`src/rtl/hsx_pkg.sv`:
```
package hsx_pkg;

    localparam int WORD_W = 32;
    localparam int HALF_W = WORD_W / 2;
    localparam int IDX_W  = 4;
    localparam int LANES  = WORD_W / HALF_W;

    typedef enum logic {
        FORM_WIDE = 1'b0,
        FORM_PAIR = 1'b1
    } form_e;

    // Wide form match fields
    localparam logic [3:0]  WIDE_NEVER_COND = 4'hF;
    localparam logic [7:0]  WIDE_OPC_HI     = 8'h62;
    localparam logic [3:0]  WIDE_OPC_LO     = 4'h5;
    localparam logic [3:0]  WIDE_SBO        = 4'hF;
    // Paired form match fields
    localparam logic [11:0] PAIR_OPC_HI     = 12'hFAE;
    localparam logic [3:0]  PAIR_FIX_MID    = 4'hF;
    localparam logic [3:0]  PAIR_OPC_LO     = 4'h1;

    typedef struct packed {
        logic             legal;
        logic             unpred;
        logic [IDX_W-1:0] dst;
        logic [IDX_W-1:0] src_a;
        logic [IDX_W-1:0] src_b;
    } dec_t;

    typedef struct packed {
        logic              valid;
        logic              wen;
        logic              unpred;
        logic              illegal;
        logic [IDX_W-1:0]  dst;
        logic [WORD_W-1:0] result;
    } out_t;

    function automatic logic idx_reserved(input logic [IDX_W-1:0] idx);
        return idx == {IDX_W{1'b1}};
    endfunction

endpackage

```
`src/rtl/hsx_decode.sv`:
```
module hsx_decode
    import hsx_pkg::*;
(
    input  logic [WORD_W-1:0] instr,
    input  form_e             form,
    output dec_t              dec
);
    logic       wide_hit, pair_hit, sbo_bad, any_res;
    dec_t       wide_f, pair_f;

    always_comb begin
        wide_hit = (instr[31:28] != WIDE_NEVER_COND) &&
                   (instr[27:20] == WIDE_OPC_HI) &&
                   (instr[7:4]   == WIDE_OPC_LO);
        sbo_bad  = (instr[11:8] != WIDE_SBO);
        pair_hit = (instr[31:20] == PAIR_OPC_HI) &&
                   (instr[15:12] == PAIR_FIX_MID) &&
                   (instr[7:4]   == PAIR_OPC_LO);

        wide_f        = '0;
        wide_f.legal  = wide_hit;
        wide_f.src_a  = instr[19:16];
        wide_f.dst    = instr[15:12];
        wide_f.src_b  = instr[3:0];

        pair_f        = '0;
        pair_f.legal  = pair_hit;
        pair_f.src_a  = instr[19:16];
        pair_f.dst    = instr[11:8];
        pair_f.src_b  = instr[3:0];

        dec = (form == FORM_WIDE) ? wide_f : pair_f;
        any_res = idx_reserved(dec.dst) || idx_reserved(dec.src_a) ||
                  idx_reserved(dec.src_b);
        dec.unpred = dec.legal &&
                     (any_res || ((form == FORM_WIDE) && sbo_bad));
    end
endmodule

```
`src/rtl/hsx_lane.sv`:
```
module hsx_lane #(
    parameter int W   = 16,
    parameter bit SUB = 1'b0
) (
    input  logic [W-1:0] a,
    input  logic [W-1:0] b,
    output logic [W-1:0] y
);
    localparam logic [W-1:0] POS_LIM = {1'b0, {(W-1){1'b1}}};
    localparam logic [W-1:0] NEG_LIM = {1'b1, {(W-1){1'b0}}};

    logic [W:0] a_x, b_x, ext;

    assign a_x = {a[W-1], a};
    assign b_x = {b[W-1], b};

    generate
        if (SUB) begin : g_sub
            assign ext = a_x - b_x;
        end else begin : g_add
            assign ext = a_x + b_x;
        end
    endgenerate

    always_comb begin
        if (ext[W] != ext[W-1])
            y = ext[W] ? NEG_LIM : POS_LIM;
        else
            y = ext[W-1:0];
    end
endmodule

```
`src/rtl/hsx_unit.sv`:
```
module hsx_unit
    import hsx_pkg::*;
(
    input  logic              clk,
    input  logic              rst,
    input  logic              in_valid,
    input  logic              enc_sel,
    input  logic              cond_ok,
    input  logic [WORD_W-1:0] instr,
    input  logic [WORD_W-1:0] opa,
    input  logic [WORD_W-1:0] opb,
    output logic              out_valid,
    output logic [IDX_W-1:0]  out_dst,
    output logic [WORD_W-1:0] out_result,
    output logic              out_wen,
    output logic              out_unpred,
    output logic              out_illegal
);
    form_e             form;
    dec_t              dec;
    logic [WORD_W-1:0] lane_res;
    out_t              q, d;

    assign form = form_e'(enc_sel);

    hsx_decode u_dec (
        .instr (instr),
        .form  (form),
        .dec   (dec)
    );

    // Lane i pairs operand A half i with operand B half (LANES-1-i)
    generate
        for (genvar i = 0; i < LANES; i++) begin : g_lane
            hsx_lane #(
                .W   (HALF_W),
                .SUB (i != 0)
            ) u_lane (
                .a (opa[i*HALF_W +: HALF_W]),
                .b (opb[(LANES-1-i)*HALF_W +: HALF_W]),
                .y (lane_res[i*HALF_W +: HALF_W])
            );
        end
    endgenerate

    always_comb begin
        d         = q;
        d.valid   = in_valid;
        d.wen     = in_valid && dec.legal && cond_ok;
        d.illegal = in_valid && !dec.legal;
        if (in_valid) begin
            d.unpred = dec.unpred;
            d.dst    = dec.legal ? dec.dst  : '0;
            d.result = dec.legal ? lane_res : '0;
        end
    end

    always_ff @(posedge clk) begin
        if (rst) q <= '0;
        else     q <= d;
    end

    assign out_valid   = q.valid;
    assign out_dst     = q.dst;
    assign out_result  = q.result;
    assign out_wen     = q.wen;
    assign out_unpred  = q.unpred;
    assign out_illegal = q.illegal;
endmodule

```
`config.mk`:
```
export PLATFORM = sky130hd
export DESIGN_NAME = hsx_unit
export DESIGN_NICKNAME = d
export VERILOG_FILES = /design/src/rtl/hsx_pkg.sv /design/src/rtl/hsx_decode.sv /design/src/rtl/hsx_lane.sv /design/src/rtl/hsx_unit.sv
export SDC_FILE = /design/constraint.sdc
export NUM_CORES = 1
export LEC_CHECK = 0
export CAP_MARGIN = 15
export CORE_ASPECT_RATIO = 1.1
export CORE_UTILIZATION = 50
export CTS_BUF_LIST = sky130_fd_sc_hd__clkbuf_2 sky130_fd_sc_hd__clkbuf_4 sky130_fd_sc_hd__clkbuf_8
export CTS_CLUSTER_SIZE = 12
export DETAILED_ROUTE_END_ITERATION = 16
export GPL_TIMING_DRIVEN = 0
export PLACE_DENSITY = 0.87
export SYNTH_ARGS = -nofsm -noshare
export SYNTH_HDL_FRONTEND = slang
export SYNTH_HIERARCHICAL = 1
export SYNTH_SLANG_ARGS = --single-unit
```
`constraint.sdc`:
```
create_clock -name clk -period 7.5 [get_ports clk]
set_input_delay 0.75 -clock clk [delete_from_list [all_inputs] [get_ports clk]]
set_output_delay 0.75 -clock clk [all_outputs]
set_load 0.03 [all_outputs]
```
## Yosys cells after proc, flatten, opt, wreduce, memory -nomap -nowiden

Index checks and enable logic that the tools add are counted.

| word-level totals | value |
|---|---|
| bits in registers | 40 |
| bits in latches | 0 |
| memory bits (writable) | 0 |
| ROM bits | 0 |
| bits of input ports | 101 |
| output and inout bits | 40 |
| logic and storage cells | 41 |
| memories | 0 |

| cells by class | value |
|---|---|
| add/subtract/negate cells | 2 |
| multiply operators | 0 |
| div/mod/pow operators | 0 |
| magnitude comparators | 0 |
| equality and inequality tests | 12 |
| shift-type cells | 0 |
| mux-type cells | 7 |
| bitwise logic cells | 1 |
| reduce and logical (&&, ||, !) cells | 13 |

Operators with widths:

| kind | number |
|---|---|
| $mux W16 | 4 |
| $mux W32 | 1 |
| $add A16 B16 Y17 | 1 |
| $sub A16 B16 Y17 | 1 |
| $eq A4 B4 Y1 const B | 4 |
| $mux W14 | 1 |
| $eq A12 B12 Y1 const B | 1 |
| $logic_and A1 B1 Y1 | 9 |
| $eq A8 B7 Y1 const B | 1 |
| $ne A4 B4 Y1 const B | 2 |
| $eq A4 B1 Y1 const B | 1 |
| $eq A4 B3 Y1 const B | 1 |
| $mux W4 | 1 |
| $logic_or A1 B1 Y1 | 3 |
| $ne A1 B1 Y1 | 2 |
| $logic_not A1 Y1 | 1 |
| $not A1 Y1 | 1 |

## Longest topological paths before layout

Gate-level depths: netlist of the first run.

| depth | value |
|---|---|
| depth in word-level cells | 9 |
| depth in mapped cells | 14 |
| depth with buffers taken out | 12 |

## Cells and area by module

The synthesis of the first run kept the hierarchy.

Modules (own cells, without submodules):

| module | times used | cells an instance | area an instance (um^2) | sequential area each (um^2) |
|---|---|---|---|---|
| hsx_unit | 1 | 169 | 1,557.7 | 800.8 |
| hsx_lane at g_lane[0].u_lane | 1 | 185 | 1,365.1 | 0.0 |
| hsx_lane at g_lane[1].u_lane | 1 | 138 | 1,028.5 | 0.0 |
| hsx_decode | 1 | 30 | 251.5 | 0.0 |

## Least setup slack after synthesis of the first run

No wires, ideal clock.

| timing path | value |
|---|---|
| kind | in2reg |
| start | in opa[0] |
| end | reg q (netlist bit out_result[8]) |
| setup time | 70 ps |
| arrival time | 2,979 ps |
| slack | 4,451 ps |
| cell stages on the path | 14 |
| buffers on the path | 2 |
| cells stage by stage | ha_1 > inv_1 > fa_1 > nand2b_1 > a21oi_2 > o211a_4 > o211ai_4 > and2_4 > buf_6 > buf_8 > maj3_2 > mux2i_1 > nand3_1 > a21oi_1 |

| on the way | value |
|---|---|
| cells in the longest elaborated chain, start to end | 4 |
| elaborated cells on any way between the ends | 5 |

Ends and longest elaborated chain:

| item | RTL line | RTL |
|---|---|---|
| start: declaration | hsx_unit.sv:10 | `input logic [WORD_W-1:0] opa,` |
| $add A16 B16 Y17 * | hsx_lane.sv:21 | `assign ext = a_x + b_x;` |
| $mux W16 / $ne A1 B1 Y1 (equally long branches) | hsx_lane.sv:27, hsx_lane.sv:26 |  |
| $mux W16 * | hsx_lane.sv:26 | `if (ext[W] != ext[W-1])` |
| named net lane_res[8] | hsx_unit.sv:21 | `logic [WORD_W-1:0] lane_res;` |
| $mux W32 * | hsx_unit.sv:54 | `d.result = dec.legal ? lane_res : '0;` |
| end signal: assignment | hsx_unit.sv:59 | `if (rst) q <= '0;` |
| end signal: assignment | hsx_unit.sv:60 | `else q <= d;` |
| end: declaration | hsx_unit.sv:22 | `out_t q, d;` |

Mark *: on every way through the listed nets, which the timed path passes. The rest lies on a longest branch.
A chain may end at the register's enable or synchronous reset.

## Worst setup path in the final report of the first run

| timing path | value |
|---|---|
| start | in opb[16] |
| end | reg q (netlist bit out_result[13]) |

| on the way | value |
|---|---|
| cells in the longest elaborated chain, start to end | 4 |
| elaborated cells on any way between the ends | 5 |

Ends and longest elaborated chain:

| item | RTL line | RTL |
|---|---|---|
| start: declaration | hsx_unit.sv:11 | `input logic [WORD_W-1:0] opb,` |
| $add A16 B16 Y17 * | hsx_lane.sv:21 |  |
| $mux W16 / $ne A1 B1 Y1 (equally long branches) | hsx_lane.sv:27, hsx_lane.sv:26 |  |
| $mux W16 * | hsx_lane.sv:26 |  |
| named net lane_res[13] | hsx_unit.sv:21 |  |
| $mux W32 * | hsx_unit.sv:54 |  |

Marks and branches as above.

==> metrics.log, run 1 <==
INFO  metric run_status = completed
INFO  metric timing.critical_path.slowest_stage_cell = sky130_fd_sc_hd__clkdlybuf4s50_1
INFO  metric critPathTopFamily = adder cells
INFO  metric timing.hold.worst_path_depth = 2
INFO  metric grt_util_all_layers = 26.6%
INFO  metric critical_path_cell_count = 15
INFO  metric drt-wirelength-per-cell = roughly 15 um
INFO  metric report.final.setup_viol = 0
INFO  metric detail_route.drc_violations = 0
INFO  metric power_leakage = 2.17 nW
INFO  metric fin_setup_tns = 0 ns
INFO  metric final.period_utilization = 46.7%
INFO  metric place.detailed.hpwl = ~9200 um
INFO  metric hold_viol = 0
INFO  metric grt_start_max_net_pins = 12
INFO  metric min_clock_period_post_route = 3.50 ns
INFO  metric worst-endpoint-arrival = roughly 3.7 ns
INFO  metric timing.hold.worst.class = flip-flop to flip-flop
INFO  metric fin_worst_hold_slack = about 0.47 ns
INFO  metric timing.critical_path.from_type = input pin
INFO  metric dieArea = ~8700 um^2
INFO  metric cts.repair_timing.setup_buffer_count = 0
INFO  metric filler_instances = approximately 600
INFO  metric final_max_slew_viol_count = 0
INFO  metric post_cts_resized = 0
INFO  metric clkSlewWorstSetupHoldPaths = around 0.070 ns
INFO  metric fraction_of_final_layout_cells_sized_beyond_drive_strength_1 = a little over a tenth
INFO  metric cts.htree.levels = 2
INFO  metric via_count_of_the_first_global_routing_pass = approximately 4400
INFO  metric max_cap_violations = 0
INFO  metric synthCells = 514
INFO  metric cts_hold_buf = 0
INFO  metric die_height = just under 100 um
INFO  metric floorplan.initialDensity = 52.1%
INFO  metric finish.net_count = 794
INFO  metric drt-pass1-iter-count = 4
INFO  metric tightest_slew = between 0.5 and 0.6 ns
INFO  metric clock_sink_count = 40
INFO  metric final_core_utilization = between 70% and 80%
INFO  metric setup.worst_path.end_class = flip-flop
INFO  metric die_width = slightly below 90 um
INFO  metric criticalPathCategory = input pin to flip-flop
INFO  metric drt_iter0_markers = around 200
INFO  metric core_area = approximately 8000 um^2
INFO  metric worst_skew_pair.late_latency = between 0.2 and 0.3 ns
INFO  metric stdcell_area = 5740 um^2
INFO  metric crit_buf_inv = 4
INFO  metric port_buffers = between 100 and 150
INFO  metric power.ir.vdd_worst = roughly 0.000064 V
INFO  metric syn_to_final_growth = 38.6%
INFO  metric max-clock-path-buffers = 2
INFO  metric critPathRequiredTime = just under 8 ns
INFO  metric diodes = 0
INFO  metric grt_first_pass_wirelength = ~19000 um
INFO  metric via_count = roughly 4300
INFO  metric route.antenna.remaining_nets = 0
INFO  metric fin_worst_skew = 0 ns
INFO  metric reg2reg_path_depth = 2
INFO  metric gp_routability_congestion = between 0.8 and 0.9
INFO  metric maxSlewHeadroom = 64.9%
INFO  metric dpl-instance-area = 5660 um^2
INFO  metric mappedNetlistNets = 649
INFO  metric grt_setup_unrepaired = false
INFO  metric routed_wl = ~11000 um
INFO  metric synthesis_warning_total = 6
INFO  metric clock_tree.root_cell = sky130_fd_sc_hd__clkbuf_8
INFO  metric antenna_violations_before_repair = 0
INFO  metric biggest_cell_delay_along_the_critical_path = 0.47 ns
INFO  metric tritoncts = built
INFO  metric crit_chain = clkdlybuf4s50_1 > ha_1 > inv_1 > fa_1 > nand2b_1 > a21oi_2 > o211a_4 > o211ai_4 > and2_4 > buf_6 > buf_8 > maj3_2 > mux2i_1 > nand3_1 > a21oi_1
INFO  metric cp_max_fo = 10
INFO  metric rows = 34
INFO  metric synth.avg_cell_area = 8.06 um^2
INFO  metric avgViaCountPerCell = approximately 5.7
INFO  metric pwr_density_cell = between 100 and 150 nW/um^2
INFO  metric cts-buffers-inserted = 5
INFO  metric globalRoute.totalOverflow = 0
INFO  metric mappedNetlistArea = ~4100 um^2
INFO  metric max_freq = between 200 and 300 MHz
INFO  metric ioPinCount = between 100 and 150
## stage by stage
stage | instances | setup WS [ns] | total power, W
after floorplan | 514 | 4.45 | 0.000463
after global placement | 760 | 3.82 | 0.000554
after detailed placement | 760 | 3.74 | 0.000567
after CTS | 767 | 4.03 | 0.000703
after global routing | 767 | 3.87 | 0.000746
final | 767 | 4.00 | 0.000705
## worst paths after layout
path,startpoint,endpoint,slack [ns]
max,opb[16],out_result[13]$_SDFFE_PP0P_,4.00
max reg2reg,out_result[20]$_SDFFE_PP0P_,out_result[20]$_SDFFE_PP0P_,6.87
min,out_result[4]$_SDFFE_PP0P_,out_result[4]$_SDFFE_PP0P_,0.47
min reg2reg,out_result[4]$_SDFFE_PP0P_,out_result[4]$_SDFFE_PP0P_,0.47
## where the power goes
part | total (W) | switching [W] | leakage, nW | internal (W)
Clock | 0.000138 | 0.0000708 | 0.0445 | 0.0000668
Combinational | 0.000355 | 0.000177 | 1.81 | 0.000178
Sequential | 0.000213 | 0.000000140 | 0.323 | 0.000213
## sequential cells by signal, indices dropped and copies added, names as in the netlist
register and cells:
out_valid 1, out_unpred 1, out_dst 4, out_result 32, out_illegal 1, out_wen 1
## routing by layer
| metal | track usage [%] | vias up | wire [um] |
|---|---|---|---|
| met4 | 6.08 | 0 | 142 |
| met3 | 5.10 | 15 | 674 |
| met5 | 0 | - | 0 |
| met2 | 50.1 | 146 | 5870 |
| li1 | - | 2161 | - |
| met1 | 30.0 | 2025 | 4500 |
## cell usage in the layout, fill, tap and decap left out, types with 8 or more instances in the layout
cell / count
sky130_fd_sc_hd__nor2_1: 21
sky130_fd_sc_hd__a21oi_1: 64
sky130_fd_sc_hd__o21ai_0: 14
sky130_fd_sc_hd__nand3_1: 45
sky130_fd_sc_hd__xor2_1: 11
sky130_fd_sc_hd__clkdlybuf4s50_1: 138
sky130_fd_sc_hd__xnor2_1: 9
sky130_fd_sc_hd__nand2b_1: 41
sky130_fd_sc_hd__dfxtp_1: 40
sky130_fd_sc_hd__buf_2: 9
sky130_fd_sc_hd__maj3_1: 20
sky130_fd_sc_hd__inv_1: 29
sky130_fd_sc_hd__nand2_1: 26
sky130_fd_sc_hd__buf_6: 11
sky130_fd_sc_hd__ha_1: 32
sky130_fd_sc_hd__maj3_2: 13
sky130_fd_sc_hd__mux2i_1: 8
## layout make-up
cell class                 instances  area, um^2  share of cell area [%]
buffer                            31         233                    4.05
clock buffer                       6        76.3                    1.33
clock inverter                     1        5.00                  0.0872
inverter                          30         113                    1.96
multi-input combinational        413        3000                    52.2
sequential                        40         801                    13.9
tap                              108         135                    2.35
timing repair buffer             138        1380                    24.1
## worst reg2reg max path: cells and delay by family (launching register included)
kind               cells  cell delay (ns)
and+or+nand+nor        1             0.07
AOI/OAI and AO/OA      1             0.12
DFF                    1             0.37
No activity file was read; power rests on OpenSTA's default activity.
==> run 2, diff against run 1 <==
Settings changed: CORE_UTILIZATION 50 to 43, PLACE_DENSITY 0.87 to 0.79.
Clock period 7.5 ns to 3.06 ns, I/O delays scaled along.
==> run 2 against run 1 <==
Compared with the run above:
- sequential power rose by 150%
- sequential cell count did not move
- clock skew did not move
- highest routed layer unchanged
==> metrics.log, run 2 (synthesis results as in run 1) <==
INFO  metric holdPathEnd = out_valid$_SDFF_PP0_
INFO  metric power_leakage = 2.21 nW (+1.5%)
INFO  metric finalWorstSetupSlack = 0.125 ns (-3.87 ns)
INFO  metric regToRegEndpoint = out_result[24]$_SDFFE_PP0P_
INFO  metric power.ir.vdd_worst = 0.000181 V (+180%)
INFO  metric rows = 37 (+8.8%)
INFO  metric timing.critical_path.from_type = input pin
INFO  metric tightest_slew = 0.525 ns (+0.000519 ns)
INFO  metric max_freq = ~340 MHz
INFO  metric max-clock-path-buffers = 2 (unchanged)
INFO  metric report.final.setup_viol = 0 (unchanged)
INFO  metric ioPinCount = 141 (unchanged)
INFO  metric clock_sink_count = 40 (unchanged)
INFO  metric antenna_violations_before_repair = 0 (unchanged)
INFO  metric commonest_cells_after_routing_fill_and_taps_aside = sky130_fd_sc_hd__clkdlybuf4s50_1 (138), sky130_fd_sc_hd__a21oi_1 (63), sky130_fd_sc_hd__nand3_1 (45)
INFO  metric gp_routability_congestion = 0.886 (+0.57%)
INFO  metric reg2reg_path_depth = 2 (unchanged)
INFO  metric final.period_utilization = a little over nine tenths
INFO  metric route.antenna.remaining_nets = 0 (unchanged)
INFO  metric criticalPathCategory = input pin to flip-flop
INFO  metric maxSlewHeadroom = 65.0% (about the same)
INFO  metric grt_util_all_layers = 21.3% (-5.3 points)
INFO  metric cts_hold_buf = 0 (unchanged)
INFO  metric die_width = 95.6 um (+7.7%)
INFO  metric run_status = completed
INFO  metric detail_route.drc_violations = 0 (unchanged)
INFO  metric fraction_of_final_layout_cells_sized_beyond_drive_strength_1 = 11.2% (+0.74 points)
INFO  metric fin_worst_skew = 0 ns (unchanged)
INFO  metric hold_viol = 0 (unchanged)
INFO  metric clock_tree.root_cell = sky130_fd_sc_hd__clkbuf_8
INFO  metric via_count = 4268 (-1.8%)
INFO  metric diodes = 0 (unchanged)
INFO  metric max_cap_violations = 0 (unchanged)
INFO  metric grt_first_pass_wirelength = 17700 um (-5.7%)
INFO  metric worst-endpoint-arrival = 3.16 ns (-0.58 ns)
INFO  metric filler_instances = 838 (+36%)
INFO  metric cts-buffers-inserted = 5 (unchanged)
INFO  metric detailedPlace.worstSlack = -0.239 ns (-3.98 ns)
INFO  metric critPathLaunch = opa[0]
INFO  metric finish.net_count = 795 (+0.13%)
INFO  metric via_count_of_the_first_global_routing_pass = 4075 (-6.8%)
INFO  metric topRoutingLayerUsed = met4
INFO  metric grt_setup_unrepaired = false
INFO  metric critPathRequiredTime = 3.28 ns (-4.45 ns)
INFO  metric place.detailed.hpwl = 8790 um (-4.5%)
INFO  metric reg2reg_slack = 2.45 ns (-4.42 ns)
INFO  metric die_height = 105 um (+7.7%)
INFO  metric timing.hold.worst_path_depth = 2 (unchanged)
INFO  metric cts.htree.levels = 2 (unchanged)
INFO  metric final_max_slew_viol_count = 0 (unchanged)
INFO  metric power.total = 0.00189 W (+170%)
INFO  metric layout_commonest_cell = sky130_fd_sc_hd__clkdlybuf4s50_1
INFO  metric clkSlewWorstSetupHoldPaths = 0.08 ns (about the same)
INFO  metric routed_wl = 10700 um (-4.1%)
INFO  metric setup.worst_path.end_class = flip-flop
INFO  metric route.layer.met1.wl = 4590 um (+2.0%)
INFO  metric avgViaCountPerCell = 5.49 (-3.1%)
INFO  metric fin_setup_tns = 0 ns (unchanged)
INFO  metric drt_iter0_markers = 148 (-26%)
INFO  metric syn_to_final_growth = 40.8%
INFO  metric cp_max_fo = 10 (unchanged)
INFO  metric dieArea = 10000 um^2 (+16%)
INFO  metric min_clock_period_post_route = about 3 ns
INFO  metric drt-pass1-iter-count = 6 (+2)
INFO  metric tritoncts = built
INFO  metric wl_met2 = 5260 um (-10%)
INFO  metric pwr_density_cell = 324 nW/um^2 (+160%)
INFO  metric met3_wirelength = 712 um (+5.6%)
INFO  metric globalRoute.totalOverflow = 0 (unchanged)
INFO  metric timing.hold.worst.class = input pin to flip-flop
INFO  metric worst_skew_pair.late_latency = 0.28 ns (about the same)
INFO  metric floorplan.initialDensity = 44.3% (-7.8 points)
INFO  metric port_buffers = 138 (unchanged)
INFO  metric grt_start_max_net_pins = 13 (+1)
INFO  metric drt-wirelength-per-cell = 13.8 um (-5.4%)
INFO  metric hp-start = in_valid
INFO  metric regToRegStartpoint = out_result[24]$_SDFFE_PP0P_
INFO  metric number_of_flip_flops_in_the_largest_register = 32 (unchanged)
INFO  metric core_area = 9350 um^2 (+18%)
-- run 2: worst max path at each step --
stage	endpoint	slack, ns	cells after the start
3_5_place_dp	out_result[9]$_SDFFE_PP0P_	-0.24	15
2_1_floorplan	out_result[8]$_SDFFE_PP0P_	0.46	14
4_1_cts	out_result[0]$_SDFFE_PP0P_	0.07	14
5_1_grt	out_result[13]$_SDFFE_PP0P_	0.01	15
6_report	out_result[9]$_SDFFE_PP0P_	0.12	15
3_3_place_gp	out_result[9]$_SDFFE_PP0P_	-0.18	15
-- run 2: worst max-delay path: stages --
cell and delay [ns]:
sky130_fd_sc_hd__clkdlybuf4s50_1 0.46, sky130_fd_sc_hd__ha_2 0.20, sky130_fd_sc_hd__inv_1 0.05, sky130_fd_sc_hd__fa_1 0.40, sky130_fd_sc_hd__nand2b_4 0.17, sky130_fd_sc_hd__a21oi_2 0.18, sky130_fd_sc_hd__o211a_4 0.21, sky130_fd_sc_hd__o211ai_4 0.09
sky130_fd_sc_hd__and2_4 0.15, sky130_fd_sc_hd__buf_6 0.13, sky130_fd_sc_hd__buf_8 0.13, sky130_fd_sc_hd__maj3_2 0.28, sky130_fd_sc_hd__mux2i_1 0.16, sky130_fd_sc_hd__nand3_1 0.10, sky130_fd_sc_hd__a21oi_1 0.14
-- run 2: cell type report --
class / count / area (um^2) / share of cell area [%]
plain buffers: 31 / 233 / 3.99
clock buffers: 5 / 68.8 / 1.18
clock inverters: 2 / 60.1 / 1.03
inverters: 30 / 113 / 1.93
multi-input cells: 413 / 3020 / 51.8
flip-flops and latches: 40 / 801 / 13.7
well taps: 117 / 146 / 2.51
repair buffers: 139 / 1390 / 23.8
-- run 2: repair_timing --
action	4_1_cts	5_1_grt
gates resized for setup	0	5
setup endpoints to repair	0	9
buffers inserted	0	1
-- run 2: stage by stage --
step | std cells | hold slack (ns) | area (um^2) | utilization, %
3_5_place_dp | 769 | 0.462 | 5670 | 60.6
6_report | 777 | 0.337 | 5830 | 62.4
4_1_cts | 776 | 0.337 | 5800 | 62.0
2_1_floorplan | 514 | 0.459 | 4140 | -
5_1_grt | 777 | 0.355 | 5830 | 62.4
3_3_place_gp | 769 | 0.454 | 5670 | 60.6
-- run 2: layer usage --
metal | track usage (%) | vias to the layer above
li1 | - | 2161
met1 | 25.4 | 1965
met2 | 38.3 | 127
met3 | 4.22 | 15
met4 | 5.33 | 0
met5 | 0 | -
-- run 2: power by group --
part / leakage [nW] / internal, W / switching (W) / total, W
registers: 0.323 / 0.000521 / 0.000000377 / 0.000522
logic: 1.82 / 0.000439 / 0.000430 / 0.000869
clock network: 0.0642 / 0.000321 / 0.000180 / 0.000502
